$ cat config.mk
export PLATFORM = sky130hd
export DESIGN_NAME = icache_parity_scrubber
export DESIGN_NICKNAME = d
export VERILOG_FILES = /design/src/rtl/icps_pkg.sv /design/src/rtl/icps_walker.sv /design/src/rtl/icps_tag_chk.sv /design/src/rtl/icps_data_chk.sv /design/src/rtl/icache_parity_scrubber.sv
export SDC_FILE = /design/constraint.sdc
export NUM_CORES = 1
export LEC_CHECK = 0
export ABC_AREA = 1
export BUFFER_PORTS_ARGS = -buffer_cell sky130_fd_sc_hd__buf_2
export CAP_MARGIN = 10
export CORE_UTILIZATION = 38
export CTS_CLUSTER_SIZE = 30
export DETAILED_ROUTE_END_ITERATION = 7
export PLACE_DENSITY = 0.7
export SETUP_SLACK_MARGIN = 0.3
export SYNTH_ARGS = -nofsm -noshare
export SYNTH_HDL_FRONTEND = slang
export SYNTH_HIERARCHICAL = 1
export SYNTH_SLANG_ARGS = --single-unit
$ cat constraint.sdc
create_clock -name clk -period 1.2 [get_ports clk]
set_input_delay 0.18 -clock clk [delete_from_list [all_inputs] [get_ports clk]]
set_output_delay 0.18 -clock clk [all_outputs]
set_load 0.03 [all_outputs]
$ cat src/rtl/icps_pkg.sv
package icps_pkg;

  typedef enum logic [1:0] {
    ST_IDLE  = 2'd0,
    ST_ISSUE = 2'd1,
    ST_DRAIN = 2'd2,
    ST_DONE  = 2'd3
  } icps_state_e;

  // tag-low split parity layout
  localparam int TLO_PAR_LOW_BIT  = 10;
  localparam int TLO_PAR_HIGH_BIT = 11;
  localparam int TLO_SPLIT        = 24;
  // tag-high valid and its duplicate
  localparam int THI_VALID_BIT    = 29;
  localparam int THI_VCOPY_BIT    = 27;
  // predecode byte width
  localparam int PD_W             = 8;

endpackage

$ cat src/rtl/icps_walker.sv
module icps_walker #(
  parameter int WAY_W = 2,
  parameter int OFF_W = 2
) (
  input  logic             clk,
  input  logic             rst_n,
  input  logic             clr,
  input  logic             adv,
  input  logic             data_en,
  output logic [WAY_W-1:0] way,
  output logic [OFF_W-1:0] off,
  output logic             is_tag,
  output logic             last
);
  localparam logic [WAY_W-1:0] WAY_MAX = '1;
  localparam logic [OFF_W-1:0] OFF_MAX = '1;

  logic [WAY_W-1:0] way_q, way_d;
  logic [OFF_W-1:0] off_q, off_d;
  logic             tag_q, tag_d;

  always_comb begin
    way_d = way_q;
    off_d = off_q;
    tag_d = tag_q;
    if (clr) begin
      way_d = '0;
      off_d = '0;
      tag_d = 1'b1;
    end else if (adv) begin
      if (tag_q) begin
        if (data_en) begin
          tag_d = 1'b0;
          off_d = '0;
        end else begin
          way_d = way_q + 1'b1;
        end
      end else if (off_q == OFF_MAX) begin
        tag_d = 1'b1;
        off_d = '0;
        way_d = way_q + 1'b1;
      end else begin
        off_d = off_q + 1'b1;
      end
    end
  end

  always_ff @(posedge clk or negedge rst_n) begin
    if (!rst_n) begin
      way_q <= '0;
      off_q <= '0;
      tag_q <= 1'b1;
    end else if (clr || adv) begin
      way_q <= way_d;
      off_q <= off_d;
      tag_q <= tag_d;
    end
  end

  assign way    = way_q;
  assign off    = off_q;
  assign is_tag = tag_q;
  assign last   = (way_q == WAY_MAX) && (tag_q ? !data_en : (off_q == OFF_MAX));

endmodule

$ cat src/rtl/icps_tag_chk.sv
module icps_tag_chk #(
  parameter int TLO_W = 64,
  parameter int THI_W = 32
) (
  input  logic [THI_W-1:0] tag_hi,
  input  logic [TLO_W-1:0] tag_lo,
  output logic             err
);
  import icps_pkg::*;

  localparam logic [TLO_SPLIT-1:0] LOW_MASK =
    ~((TLO_SPLIT'(1) << TLO_PAR_LOW_BIT) | (TLO_SPLIT'(1) << TLO_PAR_HIGH_BIT));

  logic par_low, par_high, vld, low_bad, high_bad, copy_bad;
  logic unused_thi;

  always_comb begin
    par_low  = ^(tag_lo[TLO_SPLIT-1:0] & LOW_MASK);
    par_high = ^tag_lo[TLO_W-1:TLO_SPLIT];
    vld      = tag_hi[THI_VALID_BIT];
    low_bad  = par_low  ^ tag_lo[TLO_PAR_LOW_BIT];
    high_bad = par_high ^ tag_lo[TLO_PAR_HIGH_BIT];
    copy_bad = vld ^ tag_hi[THI_VCOPY_BIT];
    err      = (vld & (low_bad | high_bad)) | copy_bad;
  end

  assign unused_thi = ^tag_hi;

endmodule

$ cat src/rtl/icps_data_chk.sv
module icps_data_chk #(
  parameter int INST_W = 32
) (
  input  logic [icps_pkg::PD_W + 2*(INST_W/8):0] data_hi,
  input  logic [INST_W-1:0]                       inst_a,
  input  logic [INST_W-1:0]                       inst_b,
  output logic                                    err
);
  import icps_pkg::*;

  localparam int NB      = INST_W / 8;
  localparam int B_LSB   = 0;
  localparam int A_LSB   = NB;
  localparam int PD_LSB  = 2 * NB;
  localparam int PDP_BIT = PD_LSB + PD_W;

  logic [NB-1:0] calc_a, calc_b;

  for (genvar b = 0; b < NB; b++) begin : g_byte
    assign calc_a[b] = ^inst_a[8*b +: 8];
    assign calc_b[b] = ^inst_b[8*b +: 8];
  end

  logic pd_bad, a_bad, b_bad;

  always_comb begin
    pd_bad = (^data_hi[PD_LSB +: PD_W]) ^ data_hi[PDP_BIT];
    a_bad  = calc_a != data_hi[A_LSB +: NB];
    b_bad  = calc_b != data_hi[B_LSB +: NB];
    err    = pd_bad | a_bad | b_bad;
  end

endmodule

$ cat src/rtl/icache_parity_scrubber.sv
module icache_parity_scrubber #(
  parameter int ADDR_W  = 16,
  parameter int IDX_LSB = 5,
  parameter int IDX_W   = 8,
  parameter int OFF_LSB = 3,
  parameter int OFF_W   = 2,
  parameter int WAY_LSB = 13,
  parameter int WAY_W   = 2,
  parameter int INST_W  = 32,
  parameter int TLO_W   = 64,
  parameter int THI_W   = 32
) (
  input  logic                                    clk,
  input  logic                                    rst_n,
  input  logic                                    start_i,
  input  logic [ADDR_W-1:0]                       set_addr_i,
  input  logic                                    data_en_i,
  output logic                                    rd_en_o,
  output logic                                    rd_tag_sel_o,
  output logic [ADDR_W-1:0]                       rd_addr_o,
  input  logic [THI_W-1:0]                        rd_tag_hi_i,
  input  logic [TLO_W-1:0]                        rd_tag_lo_i,
  input  logic [icps_pkg::PD_W + 2*(INST_W/8):0]  rd_data_hi_i,
  input  logic [INST_W-1:0]                       rd_inst_a_i,
  input  logic [INST_W-1:0]                       rd_inst_b_i,
  output logic                                    busy_o,
  output logic                                    done_o,
  output logic                                    tag_err_o,
  output logic                                    data_err_o
);
  import icps_pkg::*;

  // reset: asserted asynchronously, released on a clock edge
  logic [1:0] rst_sync_q;
  logic       rst_int_n;

  always_ff @(posedge clk or negedge rst_n) begin
    if (!rst_n) rst_sync_q <= 2'b00;
    else        rst_sync_q <= {rst_sync_q[0], 1'b1};
  end
  assign rst_int_n = rst_sync_q[1];

  icps_state_e      state_q, state_d;
  logic [IDX_W-1:0] idx_q;
  logic             den_q;
  logic             resp_vld_q, resp_tag_q;
  logic             terr_q, terr_d, derr_q, derr_d;
  logic             accept, issue;

  logic [WAY_W-1:0] way;
  logic [OFF_W-1:0] off;
  logic             is_tag, last;
  logic             tag_bad, data_bad;
  logic             unused_addr;

  assign accept = start_i && (state_q == ST_IDLE);
  assign issue  = (state_q == ST_ISSUE);

  icps_walker #(.WAY_W(WAY_W), .OFF_W(OFF_W)) u_walk (
    .clk     (clk),
    .rst_n   (rst_int_n),
    .clr     (accept),
    .adv     (issue),
    .data_en (den_q),
    .way     (way),
    .off     (off),
    .is_tag  (is_tag),
    .last    (last)
  );

  icps_tag_chk #(.TLO_W(TLO_W), .THI_W(THI_W)) u_tag (
    .tag_hi (rd_tag_hi_i),
    .tag_lo (rd_tag_lo_i),
    .err    (tag_bad)
  );

  icps_data_chk #(.INST_W(INST_W)) u_data (
    .data_hi (rd_data_hi_i),
    .inst_a  (rd_inst_a_i),
    .inst_b  (rd_inst_b_i),
    .err     (data_bad)
  );

  // next state
  always_comb begin
    state_d = state_q;
    case (state_q)
      ST_IDLE:  if (start_i) state_d = ST_ISSUE;
      ST_ISSUE: if (last)    state_d = ST_DRAIN;
      ST_DRAIN:              state_d = ST_DONE;
      ST_DONE:               state_d = ST_IDLE;
      default:               state_d = ST_IDLE;
    endcase
  end

  // flag accumulation
  always_comb begin
    terr_d = terr_q;
    derr_d = derr_q;
    if (accept) begin
      terr_d = 1'b0;
      derr_d = 1'b0;
    end else if (resp_vld_q) begin
      if (resp_tag_q) terr_d = terr_q | tag_bad;
      else            derr_d = derr_q | data_bad;
    end
  end

  always_ff @(posedge clk or negedge rst_int_n) begin
    if (!rst_int_n) begin
      state_q    <= ST_IDLE;
      resp_vld_q <= 1'b0;
      resp_tag_q <= 1'b0;
      terr_q     <= 1'b0;
      derr_q     <= 1'b0;
    end else begin
      state_q    <= state_d;
      resp_vld_q <= issue;
      resp_tag_q <= is_tag;
      terr_q     <= terr_d;
      derr_q     <= derr_d;
    end
  end

  always_ff @(posedge clk or negedge rst_int_n) begin
    if (!rst_int_n) begin
      idx_q <= '0;
      den_q <= 1'b0;
    end else if (accept) begin
      idx_q <= set_addr_i[IDX_LSB +: IDX_W];
      den_q <= data_en_i;
    end
  end

  always_comb begin
    rd_addr_o = (ADDR_W'(way) << WAY_LSB) | (ADDR_W'(idx_q) << IDX_LSB);
    if (!is_tag) rd_addr_o = rd_addr_o | (ADDR_W'(off) << OFF_LSB);
  end

  assign rd_en_o      = issue;
  assign rd_tag_sel_o = is_tag;
  assign busy_o       = (state_q != ST_IDLE);
  assign done_o       = (state_q == ST_DONE);
  assign tag_err_o    = terr_q;
  assign data_err_o   = derr_q;
  assign unused_addr  = ^set_addr_i;

endmodule

-- Word-level counts from Yosys, hierarchy flattened
Cells that the tools add are included.
- reductions and logical operators: 27
- $add $sub $neg: 2
- magnitude comparators: 0
- muxes and demuxes: 26
- div/mod/pow operators: 0
- equality and inequality tests: 12
- shifts and indexed selects: 0
- multipliers: 0
- bitwise operators: 13
- operators with widths (operator ; number):
    parity 8 bit ; 9
    parity 40 bit ; 1
    2-to-1 mux 2 bit ; 12
    parity 24 bit ; 1
    2-to-1 mux 15 bit ; 1
    OR 15 x 13 -> 15 bit ; 1
    OR 15 x 5 -> 15 bit ; 1
    2-to-1 mux 1 bit ; 12
    == test 2 bit (second input constant) ; 4
    inequality test 4 bit ; 2
    one-hot mux 2 bit (4 select lines) ; 1
    AND reduction 2 bit ; 4
    nonzero test 2 bit ; 4
    inequality test 3 x 2 -> 1 bit (second input constant) ; 2
    OR 1 bit ; 6
    adder 2 x 1 -> 2 bit (second input constant) ; 2
    inequality test 2 x 1 -> 1 bit (second input constant) ; 2
    AND reduction 4 bit ; 1
    bitwise XOR 1 bit ; 4
    AND reduction 3 bit ; 1
    nonzero test 3 bit ; 1
    == test 2 x 1 -> 1 bit (second input constant) ; 1
    logical AND 1 bit ; 2
    logical NOT 2 bit ; 1
    4 further kinds ; 4
- memories kept: 0
- output and inout port bits: 22
- latch bits: 0
- logic and storage cells: 91
- memory bits (writable): 0
- input port bits: 197
- memory bits (read-only): 0
- flip-flop bits (word level): 22

-- Depth between registers and ports, before layout
- depth after elaboration: 9
- depth in mapped cells: 18

-- Modules after synthesis
Netlist, hierarchy kept.
- modules (own cells, without submodules) (module ; times used ; cells an instance ; seq. area each (um2) ; area an instance (um2)):
    icps_tag_chk ; 1 ; 296 ; 0.0 ; 1246.2
    icps_data_chk ; 1 ; 235 ; 0.0 ; 1103.6
    icache_parity_scrubber ; 1 ; 86 ; 425.4 ; 782.0
    icps_walker ; 1 ; 38 ; 126.4 ; 300.3

-- Worst setup path before layout
No wires, ideal clock.
- path type: register -> register
- start: register state_q[0]
- end: register u_walk.way_q[0] (netlist: u_walk/way[0])
- library setup time: 0.118 ns
- required time: 1.082 ns
- clock period less this slack: 1.436 ns
- stages on the path, launching flop included: 11
- arrival: 1.317 ns
- setup slack: -0.236 ns
- path buffers: 1
- cells stage by stage: dfrtp_1 inv_1 ha_1 nand2_4 inv_4 buf_12 inv_2 nand2_1 nand3_2 nand2_1 nand2_1
- cells in the longest elaborated chain, start to end: 4
- elaborated cells on any way between the ends: 9
- those cells by class: eq/ne (2); mux (1); reduce/logical (6)
- RTL lines (element ; line ; text):
    start: declaration ; icache_parity_scrubber.sv:43 ; icps_state_e state_q, state_d;
    start signal: assignment ; icache_parity_scrubber.sv:117 ; state_q <= state_d;
    logical NOT 2 bit * ; icache_parity_scrubber.sv:56 ; assign accept = start_i && (state_q == ST_IDLE);
    logical AND 1 bit * ; icache_parity_scrubber.sv:56 ;
    named net accept ; icache_parity_scrubber.sv:48 ; logic accept, issue;
    inequality test 3 x 2 -> 1 bit (no source line) (tied with other cells) ; -- ;
    AND reduction 4 bit (no source line) ; -- ;
    end signal: assignment ; icps_walker.sv:54 ; way_q <= way_d;
    end: declaration ; icps_walker.sv:18 ; logic [WAY_W-1:0] way_q, way_d;
The timed path passes the listed nets; every way through them passes the cells marked *.
A chain may end at the register's enable or synchronous reset.

-- Worst setup path in the final report
- start: register state_q[0]
- end: register u_walk.way_q[1] (netlist: u_walk/way[1])
- cells in the longest elaborated chain, start to end: 4
- elaborated cells on any way between the ends: 9
- those cells by class: eq/ne (2); mux (1); reduce/logical (6)
- RTL lines (element ; line):
    logical NOT 2 bit ; icache_parity_scrubber.sv:56
    logical AND 1 bit ; icache_parity_scrubber.sv:56
    inequality test 3 x 2 -> 1 bit (no source line) (tied with other cells) ; --
    AND reduction 4 bit (no source line) ; --
Parallel ways exist; a longest one is shown, timed or not.

==> impl_metrics.toml <==
[pwr]
ir_drop_mv = 1.90
p_int_mw = 3.81
switching_share_pct = 45.3
p_per_area_nw_per_um2 = 1340
clock_power_share_pct = 10.2
p_leak_nw = 3.34
switchingPower_mw = 3.15
comb_power_share_pct = 71.1
power_frac_seq_pct = 18.7

[sta]
setup_viol = 23
slew_viol_final = 0
whs_ns = 0.0667
fmax_mhz = 709
hold_violations = 0
final.period_utilization_pct = 118
fin_skew_ns = 0.00736
rsz0062_at_grt = "true"
min_period_ns = 1.41
layout_setup_ws_ns = -0.211
final.setup.tns_ns = -2.47

[run_status]
violations = "negative setup slack"
status = "finished with violations"

[worst_setup_path]
critPathArrivalTime_ns = 1.63
max_stage_delay_ns = 0.42
regToRegStartpoint = "state_q[0]"
crit_type = "reg2reg"
worstPathCellList = "inv_2, ha_4, buf_6, nand2_8, inv_8, nor2_4, nand2_2, nand3_4, nand2_2, nand2_1"
slowest_stage = "dfrtp_1"
end_kind = "flop"
worst-path-max-fanout = 4
required_ns = 1.42
cp-start-kind = "flop"
critPathLaunch = "state_q[0]"
cpMostUsedCell = "nand2_2"
ff2ff_setup_slack_ns = -0.21

[clocking]
clock_latency_ns = 0.28
clockRootBuffer = "clkbuf_8"
cts_tree = "yes"
clock_path_buffers = 2
clock-sinks = 22
cts_made_buffers = 3
htreeDepth = 1
path_clk_slew_ns = 0.08

[routing]
viasPerCell = 4.31
wl_per_cell_um = 9.20
via_count = 4192
firstDrtPassIters = 6
postRouteAntennaNets = 0
drt-total-wl_um = 8940
drc = 0
drt_iter0_markers = 54

[placement]
gp_congestion = 0.770
dp.cells = 955
dp.final_hpwl_um = 7160
portBuffers = 176

[min_path]
hold_path_class = "reg2async"

[layout]
final_util_pct = 59.7
final_common_cell = "nand2_1"
nets = 1069
final_cells = 972
diodes = 0
layout-drive-gt1-share_pct = 35.8
final_cell_mix = "nand2_1 (316), buf_2 (151), inv_1 (103)"
syn_to_final_growth_pct = 51.7

[flow_run]
maxCapViolCount = 0

[global_route]
grt_overflow = 0
grt_pass1_vias = 3763
antenna_found_initial = 0
grt_max_degree = 14
grt_first_pass_wirelength_um = 15100
grt.total_usage_pct = 18.5

[floorplan]
core_area_um2 = 8720
die_area_um2 = 9420
initial_utilization_pct = 39.4
rows = 34
fp.dieW_um = 97.0
die_y_um = 97.0
io_pins = 219

[yosys]
syn_avg_cell_area_um2 = 5.24
syn_inst = 655
synth_seq_cells = 22
synth.area.top_cells = "nand2_1 (38%), dfrtp_1 (15%), inv_1 (12%), xnor2_1 (8.9%), nand3_1 (6.7%)"
ys_types = 25
yosys.area.top_type = "nand2_1"
ys_warn_count = 6
synth_area_um2 = 3430
ys_seq_area_share_pct = 16.1
synth_top_area_share_pct = 37.8
[cell families (layout without fill, tap and decap cells)]
logic type	after synthesis	count (layout)	synth area share, %
other cells	2	5	0.219
xor+xnor	53	53	13.5
fa+ha+maj	7	7	2.55
buf+inv	135	341	15.7
flops	22	22	16.1
compound gates	6	6	0.948
simple gates	430	430	50.9
[critical path: cells and delay by family (launching register included)]
family | cells | cell delay, ns
flip-flops | 1 | 0.42
AND/OR/NAND/NOR | 6 | 0.50
adder cells (fa/ha/maj) | 1 | 0.17
buffers and inverters | 3 | 0.25
[flip-flops by register name, indices dropped and copies added (netlist names)]
| signal | count |
|---|---|
| state_q | 2 |
| tag_err_o | 1 |
| u_walk/is_tag | 1 |
| idx_q | 8 |
| den_q | 1 |
| data_err_o | 1 |
| u_walk/way | 2 |
| resp_tag_q | 1 |
| rst_sync_q | 2 |
| u_walk/off | 2 |
| resp_vld_q | 1 |
[power by group through the flow]
stage | clock network (mW) | registers, mW | logic (mW)
after detailed placement | 0 | 1.28 | 3.70
final | 0.708 | 1.30 | 4.94
after global placement | 0 | 1.27 | 3.65
after floorplan | 0 | 1.69 | 2.05
after global routing | 0.748 | 1.34 | 5.42
after CTS | 0.715 | 1.29 | 4.45
[synthesized netlist by cell type]
master / count
dfrtp_1: 21
buf_12: 1
inv_2: 16
nand2_4: 1
inv_1: 113
nand2b_1: 1
a21oi_1: 2
conb_1: 2
nor2_1: 14
a21boi_1: 1
nand4_1: 3
nand2_2: 10
o21ai_1: 3
or2_2: 1
ha_1: 7
nor2_2: 3
nand2_1: 346
xor2_1: 18
dfstp_2: 1
buf_4: 4
nand3_1: 46
nand3_2: 2
nand3b_1: 3
xnor2_1: 35
inv_4: 1
[metrics by stage]
stage / cell area (um2) / power, mW / setup slack (ns)
global placement: 4600 / 4.92 / -0.304
finish: 5210 / 6.96 / -0.211
detailed placement: 4600 / 4.98 / -0.337
floorplan: 3500 / 3.74 / -0.109
global route: 5210 / 7.50 / -0.281
CTS: 5020 / 6.46 / -0.157
[routing by layer]
layer	up-vias	track usage, %	routed length, um
li1	2316	-	-
met1	1746	21.4	3750
met2	112	36.1	4590
met3	18	1.73	410
met4	0	4.02	193
met5	-	0	0
[cell type report]
class	count	area, um2
clock buffer	3	41.3
clock inverter	1	30.0
fill	882	3510
inverter	130	508
multi-input combinational	501	2620
sequential	22	556
tap	108	135
timing repair buffer	207	1320
[timing repair]
item | CTS | global route
resized for setup | 85 | 42
endpoints found under the hold margin | 2 | 0
setup endpoints to repair | 37 | 37
setup buffers | 8 | 4
hold buffers | 1 | 0
pin swaps | 41 | 21
[final timing paths]
kind                                      end  cells past startpoint
worst max-delay path            u_walk/way[1]                     10
worst min-delay path               state_q[0]                      0
worst max register to register  u_walk/way[1]                     10
worst min register to register     state_q[0]                      0
max in group asynchronous       u_walk/is_tag                      1
min in group clk                     idx_q[4]                      3
Power figures use the tool's default switching activity.
